**config.mk**
```make
export PLATFORM = sky130hd
export DESIGN_NAME = burst_limit_encoder
export DESIGN_NICKNAME = d
export VERILOG_FILES = /design/src/rtl/blenc_pkg.sv /design/src/rtl/blenc_tier.sv /design/src/rtl/blenc_clamp.sv /design/src/rtl/blenc_step.sv /design/src/rtl/burst_limit_encoder.sv
export SDC_FILE = /design/constraint.sdc
export NUM_CORES = 1
export LEC_CHECK = 0
export BUFFER_PORTS_ARGS = -buffer_cell sky130_fd_sc_hd__buf_2
export CAP_MARGIN = 20
export CORE_MARGIN = 2
export CORE_UTILIZATION = 35
export CTS_BUF_LIST = sky130_fd_sc_hd__clkbuf_8
export CTS_CLUSTER_DIAMETER = 150
export CTS_CLUSTER_SIZE = 40
export DETAILED_ROUTE_END_ITERATION = 7
export PLACE_DENSITY = 0.53
export SYNTH_ARGS = -nofsm -noshare
export SYNTH_HDL_FRONTEND = slang
export SYNTH_SLANG_ARGS = --single-unit
```
**constraint.sdc**
```tcl
create_clock -name clk -period 20.3 [get_ports clk]
set_clock_uncertainty 0.05 [all_clocks]
set_input_delay 2.03 -clock clk [delete_from_list [all_inputs] [get_ports clk]]
set_output_delay 2.03 -clock clk [all_outputs]
set_load 0.05 [all_outputs]
```
**src/rtl/blenc_pkg.sv**
```systemverilog
package blenc_pkg;

    typedef enum logic [2:0] {
        ST_IDLE,
        ST_PREP,
        ST_SEARCH,
        ST_FILL,
        ST_DONE
    } blenc_state_e;

    // log2 of the bucket unit in bytes (0..3 -> 1,2,4,8)
    typedef logic [1:0] unit_shift_t;

endpackage

```
**src/rtl/blenc_tier.sv**
```systemverilog
module blenc_tier
    import blenc_pkg::*;
#(
    parameter int CALC_W = 48,
    parameter int TIER1  = 64,
    parameter int TIER2  = 128,
    parameter int TIER3  = 256
) (
    input  logic [CALC_W-1:0] rate_bpt,
    output unit_shift_t       unit_sh
);

    localparam logic [CALC_W-1:0] LIM1 = CALC_W'(TIER1);
    localparam logic [CALC_W-1:0] LIM2 = CALC_W'(TIER2);
    localparam logic [CALC_W-1:0] LIM3 = CALC_W'(TIER3);

    always_comb begin
        if (rate_bpt <= LIM1) begin
            unit_sh = 2'd0;
        end else if (rate_bpt <= LIM2) begin
            unit_sh = 2'd1;
        end else if (rate_bpt <= LIM3) begin
            unit_sh = 2'd2;
        end else begin
            unit_sh = 2'd3;
        end
    end

endmodule

```
**src/rtl/blenc_clamp.sv**
```systemverilog
module blenc_clamp
    import blenc_pkg::*;
#(
    parameter int CALC_W    = 48,
    parameter int BURST_W   = 32,
    parameter int BKT_W     = 31,
    parameter int MANT_W    = 7,
    parameter int EXP_W     = 5,
    parameter int MIN_BURST = 9216,
    parameter int DEF_MULT  = 100
) (
    input  logic [BURST_W-1:0] burst,
    input  logic [CALC_W-1:0]  rate_bpt,
    input  unit_shift_t        unit_sh,
    output logic [CALC_W-1:0]  clamped
);

    localparam int               EXP_MAX   = (1 << EXP_W) - 1;
    localparam logic [CALC_W-1:0] MANT_MAXW = CALC_W'((1 << MANT_W) - 1);
    localparam logic [CALC_W-1:0] MANT_CAP  = MANT_MAXW << EXP_MAX;
    localparam logic [CALC_W-1:0] FIELD_MAX = (CALC_W'(1) << BKT_W) - CALC_W'(1);
    localparam logic [CALC_W-1:0] FLOOR_W   = CALC_W'(MIN_BURST);
    localparam logic [CALC_W-1:0] MULT_W    = CALC_W'(DEF_MULT);

    logic [CALC_W-1:0] wanted;
    logic [CALC_W-1:0] field_cap;
    logic [CALC_W-1:0] upper;
    logic [CALC_W-1:0] below_top;

    always_comb begin
        // zero request: a fixed number of ticks at the encoded rate
        if (burst == '0) begin
            wanted = rate_bpt * MULT_W;
        end else begin
            wanted = CALC_W'(burst);
        end
        field_cap = FIELD_MAX << unit_sh;
        upper     = (field_cap < MANT_CAP) ? field_cap : MANT_CAP;
        below_top = (wanted > upper) ? upper : wanted;
        // floor is applied after the ceiling
        clamped   = (below_top < FLOOR_W) ? FLOOR_W : below_top;
    end

endmodule

```
**src/rtl/blenc_step.sv**
```systemverilog
module blenc_step #(
    parameter int CALC_W = 48,
    parameter int MANT_W = 7,
    parameter int EXP_W  = 5
) (
    input  logic [CALC_W-1:0] value,
    input  logic [EXP_W-1:0]  exp_idx,
    output logic [MANT_W-1:0] mant_try,
    output logic              fits
);

    localparam logic [CALC_W-1:0] MANT_MAXW = CALC_W'((1 << MANT_W) - 1);

    logic [CALC_W-1:0] shifted;

    always_comb begin
        shifted  = value >> exp_idx;
        fits     = (shifted <= MANT_MAXW);
        mant_try = shifted[MANT_W-1:0];
    end

endmodule

```
**src/rtl/burst_limit_encoder.sv**
```systemverilog
module burst_limit_encoder
    import blenc_pkg::*;
#(
    parameter int BURST_W   = 32,
    parameter int RM_W      = 11,
    parameter int RE_W      = 4,
    parameter int MANT_W    = 7,
    parameter int EXP_W     = 5,
    parameter int BKT_W     = 31,
    parameter int CALC_W    = 48,
    parameter int MIN_BURST = 9216,
    parameter int DEF_MULT  = 100,
    parameter int TIER1     = 64,
    parameter int TIER2     = 128,
    parameter int TIER3     = 256
) (
    input  logic               clk,
    input  logic               rst_n,
    input  logic               start,
    input  logic               skip_excess,
    input  logic [BURST_W-1:0] burst_bytes,
    input  logic [RM_W-1:0]    rate_mant,
    input  logic [RE_W-1:0]    rate_exp,
    output logic               busy,
    output logic               done,
    output logic [MANT_W-1:0]  lim_mant,
    output logic [EXP_W-1:0]   lim_exp,
    output logic [BKT_W-1:0]   bkt_fill
);

    localparam logic [MANT_W-1:0] MANT_TOP = '1;
    localparam logic [EXP_W-1:0]  EXP_TOP  = '1;

    blenc_state_e st, st_nx;

    // latched request
    logic [BURST_W-1:0] r_burst;
    logic [RM_W-1:0]    r_rmant;
    logic [RE_W-1:0]    r_rexp;
    logic               r_skip;

    // working registers
    logic [CALC_W-1:0]  r_val;
    logic [EXP_W-1:0]   r_exp;
    logic [MANT_W-1:0]  r_mant;
    unit_shift_t        r_unit;

    // combinational helpers
    logic [CALC_W-1:0]  rate_bpt;
    unit_shift_t        unit_sh;
    logic [CALC_W-1:0]  clamped;
    logic [MANT_W-1:0]  mant_try;
    logic               fits;
    logic [CALC_W-1:0]  fill_full;

    assign rate_bpt  = CALC_W'(r_rmant) << r_rexp;
    assign fill_full = (CALC_W'(r_mant) << r_exp) >> r_unit;

    blenc_tier #(
        .CALC_W (CALC_W),
        .TIER1  (TIER1),
        .TIER2  (TIER2),
        .TIER3  (TIER3)
    ) u_tier (
        .rate_bpt (rate_bpt),
        .unit_sh  (unit_sh)
    );

    blenc_clamp #(
        .CALC_W    (CALC_W),
        .BURST_W   (BURST_W),
        .BKT_W     (BKT_W),
        .MANT_W    (MANT_W),
        .EXP_W     (EXP_W),
        .MIN_BURST (MIN_BURST),
        .DEF_MULT  (DEF_MULT)
    ) u_clamp (
        .burst    (r_burst),
        .rate_bpt (rate_bpt),
        .unit_sh  (unit_sh),
        .clamped  (clamped)
    );

    blenc_step #(
        .CALC_W (CALC_W),
        .MANT_W (MANT_W),
        .EXP_W  (EXP_W)
    ) u_step (
        .value    (r_val),
        .exp_idx  (r_exp),
        .mant_try (mant_try),
        .fits     (fits)
    );

    // state register
    always_ff @(posedge clk or negedge rst_n) begin
        if (!rst_n) begin
            st <= ST_IDLE;
        end else begin
            st <= st_nx;
        end
    end

    // next state
    always_comb begin
        st_nx = st;
        unique case (st)
            ST_IDLE:   if (start) st_nx = ST_PREP;
            ST_PREP:   st_nx = r_skip ? ST_DONE : ST_SEARCH;
            ST_SEARCH: if (fits || (r_exp == EXP_TOP)) st_nx = ST_FILL;
            ST_FILL:   st_nx = ST_DONE;
            ST_DONE:   st_nx = ST_IDLE;
            default:   st_nx = ST_IDLE;
        endcase
    end

    // datapath and result registers
    always_ff @(posedge clk or negedge rst_n) begin
        if (!rst_n) begin
            r_burst  <= '0;
            r_rmant  <= '0;
            r_rexp   <= '0;
            r_skip   <= 1'b0;
            r_val    <= '0;
            r_exp    <= '0;
            r_mant   <= '0;
            r_unit   <= '0;
            lim_mant <= '0;
            lim_exp  <= '0;
            bkt_fill <= '0;
        end else begin
            unique case (st)
                ST_IDLE: begin
                    if (start) begin
                        r_burst <= burst_bytes;
                        r_rmant <= rate_mant;
                        r_rexp  <= rate_exp;
                        r_skip  <= skip_excess;
                    end
                end
                ST_PREP: begin
                    if (r_skip) begin
                        lim_mant <= '0;
                        lim_exp  <= EXP_TOP;
                        bkt_fill <= '0;
                    end else begin
                        r_val  <= clamped;
                        r_exp  <= '0;
                        r_unit <= unit_sh;
                    end
                end
                ST_SEARCH: begin
                    if (fits) begin
                        r_mant <= mant_try;
                    end else if (r_exp == EXP_TOP) begin
                        r_mant <= MANT_TOP;
                    end else begin
                        r_exp <= r_exp + EXP_W'(1);
                    end
                end
                ST_FILL: begin
                    lim_mant <= r_mant;
                    lim_exp  <= r_exp;
                    bkt_fill <= fill_full[BKT_W-1:0];
                end
                default: begin
                end
            endcase
        end
    end

    // status outputs
    always_comb begin
        busy = (st != ST_IDLE);
        done = (st == ST_DONE);
    end

endmodule

```
==> impl_metrics.toml, run 1 <==
[outcome]
outcome = "finished, final reports clean"

[global_route]
gr-usage-met1 = 0.258
via_count_of_the_first_global_routing_pass = 10400
grt_use_met2 = 0.312
grt.total_usage = 0.189
gr-max-usage-layer = "met2"
grt_start_max_net_pins = 81
grt_antenna_before_repair = 1
grt_first_pass_wirelength_um = 57700
globalRouteMet3Util = 0.0301
gr_ovfl_total = 0

[synthesis]
synthDistinctLibCells = 87
synthCells = 1400
synth_async_sr_flop_share = 1.00
number_of_flops_mapped_to_enable_cells_by_yosys = 0
synth_area_per_cell_um2 = 9.04
synth.yosys.seq_area_share = 0.281
synth_area_um2 = 12700
syn_nets = 1588
seq_cells_post_synth = 142
postSynth.topFlopCell = "sky130_fd_sc_hd__dfrtp_1"
synthesis.yosys.warnings = 0

[critical_path]
critical_path_peak_fanout = 22
r2r.worst_path.cells = 30
crit_path_top_delay_cell = "sky130_fd_sc_hd__o311ai_0"
start_kind = "register"
reg2reg_from = "r_rexp[0]"
crit_type = "reg2reg"
critical_path_required_ns = 20.58
critical_path.n_buffers_inverters = 4
rr_endpoint = "r_val[19]"
critical-path-max-stage-delay_ns = 0.81
end_kind = "register"
r2r_slack_ns = 11.64
crit_arrival_ns = 8.94
critical_path.top_delay_family = "compound AO/OA/AOI/OAI gates"

[sta]
setup-tns-final_ns = 0
worst_slew_margin_rel = 0.317
fmax_mhz = 115
final_slew_viol_count = 0
period_needed_ns = 8.66
fin_hold_ws_ns = 0.431
grt_setup_unrepaired = "false"
min_period_over_period = 0.427
setup_violations = 0
hold_viol = 0
worst_pin_slew_ns = 1.02

[routing]
drc_errors = 0
detail-route-antenna-nets = 0
firstDrtPassIters = 6
count_of_vias_placed_by_the_detailed_router = 10600
drt-initial-drc-count = 680
wl_um = 34900
viasPerCell = 5.52
post_drt_wl_per_cell_um = 18.2

[final_layout]
area_delta_synth_final_pct = 9.59
fin_area_um2 = 13900
num-nets-final = 1633
insertedDiodeCount = 0
ratio_of_cells_with_drive_above_1_in_the_final_layout = 0.192

[die]
rows = 69
core_ar_um2 = 35600
fp.dieH_um = 194
initial_core_util = 0.356
die_width_um = 194
die_area_um2 = 37700
design.portCount = 96

[run]
drv.max_cap_violation_count = 0

[clock_tree]
clkLatencyLatePin_ns = 0.48
post-cts-setup-buffer-count = 0
clock_tree.buffer_depth = 2
ctsHoldBuffers = 0
cts_tree = "yes"
clock_sinks = 142
clock-root-buffer = "sky130_fd_sc_hd__clkbuf_8"
cts.reportedPaths.clkPinSlew_ns = 0.10
clock_tree.htree_level_count = 4
cts-buffers-inserted = 17
cts_repair_resize_count = 0

[place]
post_dp_hpwl_um = 27000
number_of_buffers_inserted_by_port_buffering = 95
final_replace_weighted_congestion = 0.879
placedInstanceArea_um2 = 13500

[worst_hold_path]
hold_path.class = "reg2reg"
cells_on_worst_hold_path = 2
holdPathEnd = "bkt_fill[4]"
hp-start = "bkt_fill[4]"
## synth_stat cells, types with 6 or more instances
cell | instances | share of area
sky130_fd_sc_hd__o31ai_1 | 6 | 0.0036
sky130_fd_sc_hd__nand2_1 | 131 | 0.039
sky130_fd_sc_hd__nor4_1 | 18 | 0.0089
sky130_fd_sc_hd__a31o_2 | 6 | 0.0042
sky130_fd_sc_hd__xor2_1 | 8 | 0.0055
sky130_fd_sc_hd__clkbuf_1 | 48 | 0.014
sky130_fd_sc_hd__inv_1 | 127 | 0.038
sky130_fd_sc_hd__a21o_1 | 18 | 0.011
sky130_fd_sc_hd__mux2_2 | 62 | 0.055
sky130_fd_sc_hd__dfrtp_1 | 142 | 0.28
sky130_fd_sc_hd__and2_1 | 9 | 0.0044
sky130_fd_sc_hd__nor2_1 | 115 | 0.034
sky130_fd_sc_hd__a211oi_1 | 6 | 0.0036
sky130_fd_sc_hd__buf_1 | 9 | 0.0027
sky130_fd_sc_hd__nand4_1 | 14 | 0.0069
sky130_fd_sc_hd__and3_1 | 6 | 0.0030
sky130_fd_sc_hd__a22o_1 | 20 | 0.014
sky130_fd_sc_hd__o21a_1 | 8 | 0.0047
sky130_fd_sc_hd__xnor2_1 | 11 | 0.0076
sky130_fd_sc_hd__ha_1 | 116 | 0.11
sky130_fd_sc_hd__fa_1 | 21 | 0.033
sky130_fd_sc_hd__a21oi_1 | 95 | 0.038
sky130_fd_sc_hd__nand2b_1 | 14 | 0.0069
sky130_fd_sc_hd__o21ai_0 | 69 | 0.027
sky130_fd_sc_hd__nand3_1 | 27 | 0.011
sky130_fd_sc_hd__nor3_1 | 30 | 0.012
sky130_fd_sc_hd__mux2i_1 | 47 | 0.037
sky130_fd_sc_hd__o211ai_1 | 9 | 0.0053
sky130_fd_sc_hd__a31oi_1 | 31 | 0.015
sky130_fd_sc_hd__or4_1 | 6 | 0.0036
sky130_fd_sc_hd__nor2b_1 | 7 | 0.0035
sky130_fd_sc_hd__o22a_1 | 9 | 0.0062
sky130_fd_sc_hd__mux4_2 | 38 | 0.068
sky130_fd_sc_hd__buf_2 | 16 | 0.0063
## registers in the layout, summed over array words and instances, names as in the netlist
name and flops:
bkt_fill 31, st 3, lim_mant 7, r_rexp 4
r_unit 2, r_mant 7, r_skip 1, r_rmant 11
r_exp 5, r_burst 32, r_val 34, lim_exp 5
## worst max path at each step
stage | cells after the start | startpoint | to
6_report | 30 | r_rexp[0] | r_val[19]
5_1_grt | 30 | r_rexp[0] | r_val[17]
4_1_cts | 30 | r_rexp[0] | r_val[19]
3_5_place_dp | 30 | r_rexp[0] | r_val[4]
3_3_place_gp | 30 | r_rexp[0] | r_val[20]
2_1_floorplan | 34 | r_rexp[0] | r_val[13]
## layer usage
metal	vias to the layer above	wire [um]	share of wire
met5	-	0	0
met4	0	673	0.019
met3	34	1670	0.048
met2	279	16400	0.47
met1	5147	16200	0.46
li1	5135	-	-
## area by class of cell
cell class | count | area (um2)
fillers | 3618 | 21700
repair buffers | 106 | 564
clock inverters | 14 | 168
clock buffers | 18 | 248
well taps | 461 | 577
multi-input cells | 1050 | 8280
flip-flops and latches | 142 | 3560
inverters | 128 | 480
## worst register-to-register path, delay by kind of cell (launching register included)
family	cells	cell delay [ns]
compound gates	11	3.27
simple gates	8	1.85
fa+ha+maj	5	1.74
flops	1	0.75
buf+inv	4	0.45
mux	2	0.44
## stage by stage
| stage | worst slack (ns) | util | std cells |
|---|---|---|---|
| floorplan | 13.21 | - | 1400 |
| global placement | 12.15 | 0.378 | 1887 |
| detailed placement | 11.82 | 0.378 | 1887 |
| CTS | 11.74 | 0.390 | 1919 |
| global route | 10.90 | 0.390 | 1919 |
| finish | 11.64 | 0.390 | 1919 |
## logic make-up after synthesis
family	count (synthesis)	share of synthesized area
xor+xnor	19	0.0131
buf+inv	208	0.0665
simple gates	415	0.160
fa+ha+maj	137	0.148
flops	142	0.281
compound gates	332	0.171
mux	147	0.160
## cell usage in the layout (no fill, tap or decap), drive strengths merged, types with 16 or more instances in the layout
master	instances
dfrtp	142
inv	135
nand2	132
nor2	117
ha	116
buf	106
a21oi	96
o21ai	74
mux2	62
mux2i	47
mux4	38
a31oi	32
nor3	32
nand3	27
nor4	23
fa	21
a22o	20
a21o	19
clkbuf	18
nand4	16
Power of run 1 is left out: the tool's default activity adds up to more than one toggle a clock period on the data nets, which glitch-free logic cannot reach.
==> run 2: changes to the inputs <==
- clock period: 20.3 -> 8.2 ns (I/O delays scaled with it)
==> run 2 against run 1 <==
  * Cell count up 0.42%
  * Non-clock buffer count up 6
  * Maximum frequency up 15%
==> impl_metrics.toml, run 2 (synthesized netlist as in run 1, its figures left out) <==
[outcome]
outcome = "finished, final reports clean"

[die]
fp.dieH_um = 194
core_ar_um2 = 35600
rows = 69
design.portCount = 96
die_width_um = 194
die_area_um2 = 37700
initial_core_util = 0.356

[place]
placedInstanceArea_um2 = 13500
number_of_buffers_inserted_by_port_buffering = 95
final_replace_weighted_congestion = 0.927
post_dp_hpwl_um = 27700

[critical_path]
cpMostUsedCell = "sky130_fd_sc_hd__ha_1"
start_kind = "register"
crit_arrival_ns = 7.88
end_kind = "register"
critical-path-max-stage-delay_ns = 0.58
crit_type = "reg2reg"
reg2reg_from = "r_rexp[0]"
critical_path_peak_fanout = 16
critical_path_required_ns = 8.53
worstSetupStartpoint = "r_rexp[0]"
crit_path_top_delay_cell = "sky130_fd_sc_hd__dfrtp_4"
r2r_slack_ns = 0.65

[routing]
wl_um = 35500
wl_met3_um = 1440
route.layer.met1.wl_um = 16700
routed-wl-met2_um = 16700
detail-route-antenna-nets = 0
viasPerCell = 5.53
firstDrtPassIters = 5
post_drt_wl_per_cell_um = 18.4
highest-signal-layer = "met4"
count_of_vias_placed_by_the_detailed_router = 10700
drt-initial-drc-count = 747
drc_errors = 0

[clock_tree]
clock_tree.buffer_depth = 2
cts.reportedPaths.clkPinSlew_ns = 0.09
clock-root-buffer = "sky130_fd_sc_hd__clkbuf_8"
clock_sinks = 142
ctsHoldBuffers = 0
cts_tree = "yes"
cts-buffers-inserted = 17
clock_tree.htree_level_count = 4
clkLatencyLatePin_ns = 0.50

[run]
drv.max_cap_violation_count = 0

[final_layout]
fin_area_um2 = 14000
num-nets-final = 1639
max_flop_register = "r_val"
final_common_cell = "sky130_fd_sc_hd__dfrtp_1"
final_cell_mix = "138 x sky130_fd_sc_hd__dfrtp_1, 131 x sky130_fd_sc_hd__nand2_1, 128 x sky130_fd_sc_hd__inv_1"
reg_top3 = "r_val (34), r_burst (32), bkt_fill (31)"
largest_reg_flops = 34
area_delta_synth_final_pct = 10.5
ratio_of_cells_with_drive_above_1_in_the_final_layout = 0.204
utilization = 0.393

[sta]
worst_slew_margin_rel = 0.292
grt_setup_unrepaired = "false"
fin_hold_ws_ns = 0.324
min_period_over_period = 0.921
fmax_mhz = 132
period_needed_ns = 7.55
hold_viol = 0
final_slew_viol_count = 0
worst_pin_slew_ns = 1.06
setup_violations = 0
setup-tns-final_ns = 0

[global_route]
grt_first_pass_wirelength_um = 58100
grt_start_max_net_pins = 83
grt.total_usage = 0.193
via_count_of_the_first_global_routing_pass = 10500
gr_ovfl_total = 0
grt_antenna_before_repair = 0

[worst_hold_path]
hold_path.class = "in2async"
[run 2: cell count changes in the layout (fill, tap and decap cells not counted), moves of 3 or more]
cell                      change
sky130_fd_sc_hd__a22oi_2      +3
sky130_fd_sc_hd__a21oi_2      +3
sky130_fd_sc_hd__buf_4        +6
sky130_fd_sc_hd__a21oi_1      -3
sky130_fd_sc_hd__a22oi_1      -3
[run 2: area by class of cell]
type / instances / area, um2
antenna: 2 / 5.00
tap: 461 / 577
sequential: 142 / 3560
fill: 3603 / 21600
clock inverter: 14 / 181
timing repair buffer: 112 / 609
multi-input combinational: 1050 / 8330
clock buffer: 18 / 248
inverter: 128 / 480
[run 2: final timing paths]
check | to | cells after the start
setup / recovery | r_val[13] | 29
hold / removal | bkt_fill[8] | 1
setup reg to reg | r_val[13] | 29
hold reg to reg | bkt_fill[13] | 2
max in group asynchronous | r_burst[9] | 2
min in group clk | bkt_fill[13] | 2
[run 2: per-stage QoR]
stage | worst slack, ns | instances
floorplan | 1.11 | 1400
global placement | 0.492 | 1893
detailed placement | 0.213 | 1893
CTS | 0.163 | 1925
global route | 0.0787 | 1925
finish | 0.647 | 1927
[run 2: worst max-delay path, delay by kind of cell, from the launching register on]
| family | cells | cell delay [ns] |
|---|---|---|
| mux | 2 | 0.43 |
| flops | 1 | 0.58 |
| simple gates | 9 | 1.99 |
| buf+inv | 4 | 0.35 |
| fa+ha+maj | 5 | 1.80 |
| compound gates | 9 | 2.25 |
[run 2: metal layers]
| layer | vias up | GRT usage |
|---|---|---|
| li1 | 5164 | - |
| met1 | 5222 | 0.264 |
| met2 | 237 | 0.319 |
| met3 | 37 | 0.0252 |
| met4 | 0 | 0.0589 |
| met5 | - | 0 |
[run 2: what timing repair did]
item | 4_1_cts | 5_1_grt
endpoints found under the setup margin | 0 | 30
gates resized for setup | 0 | 15
setup buffers | 0 | 0
endpoints found under the hold margin | 0 | 0
Power of run 2 is left out for the same reason.
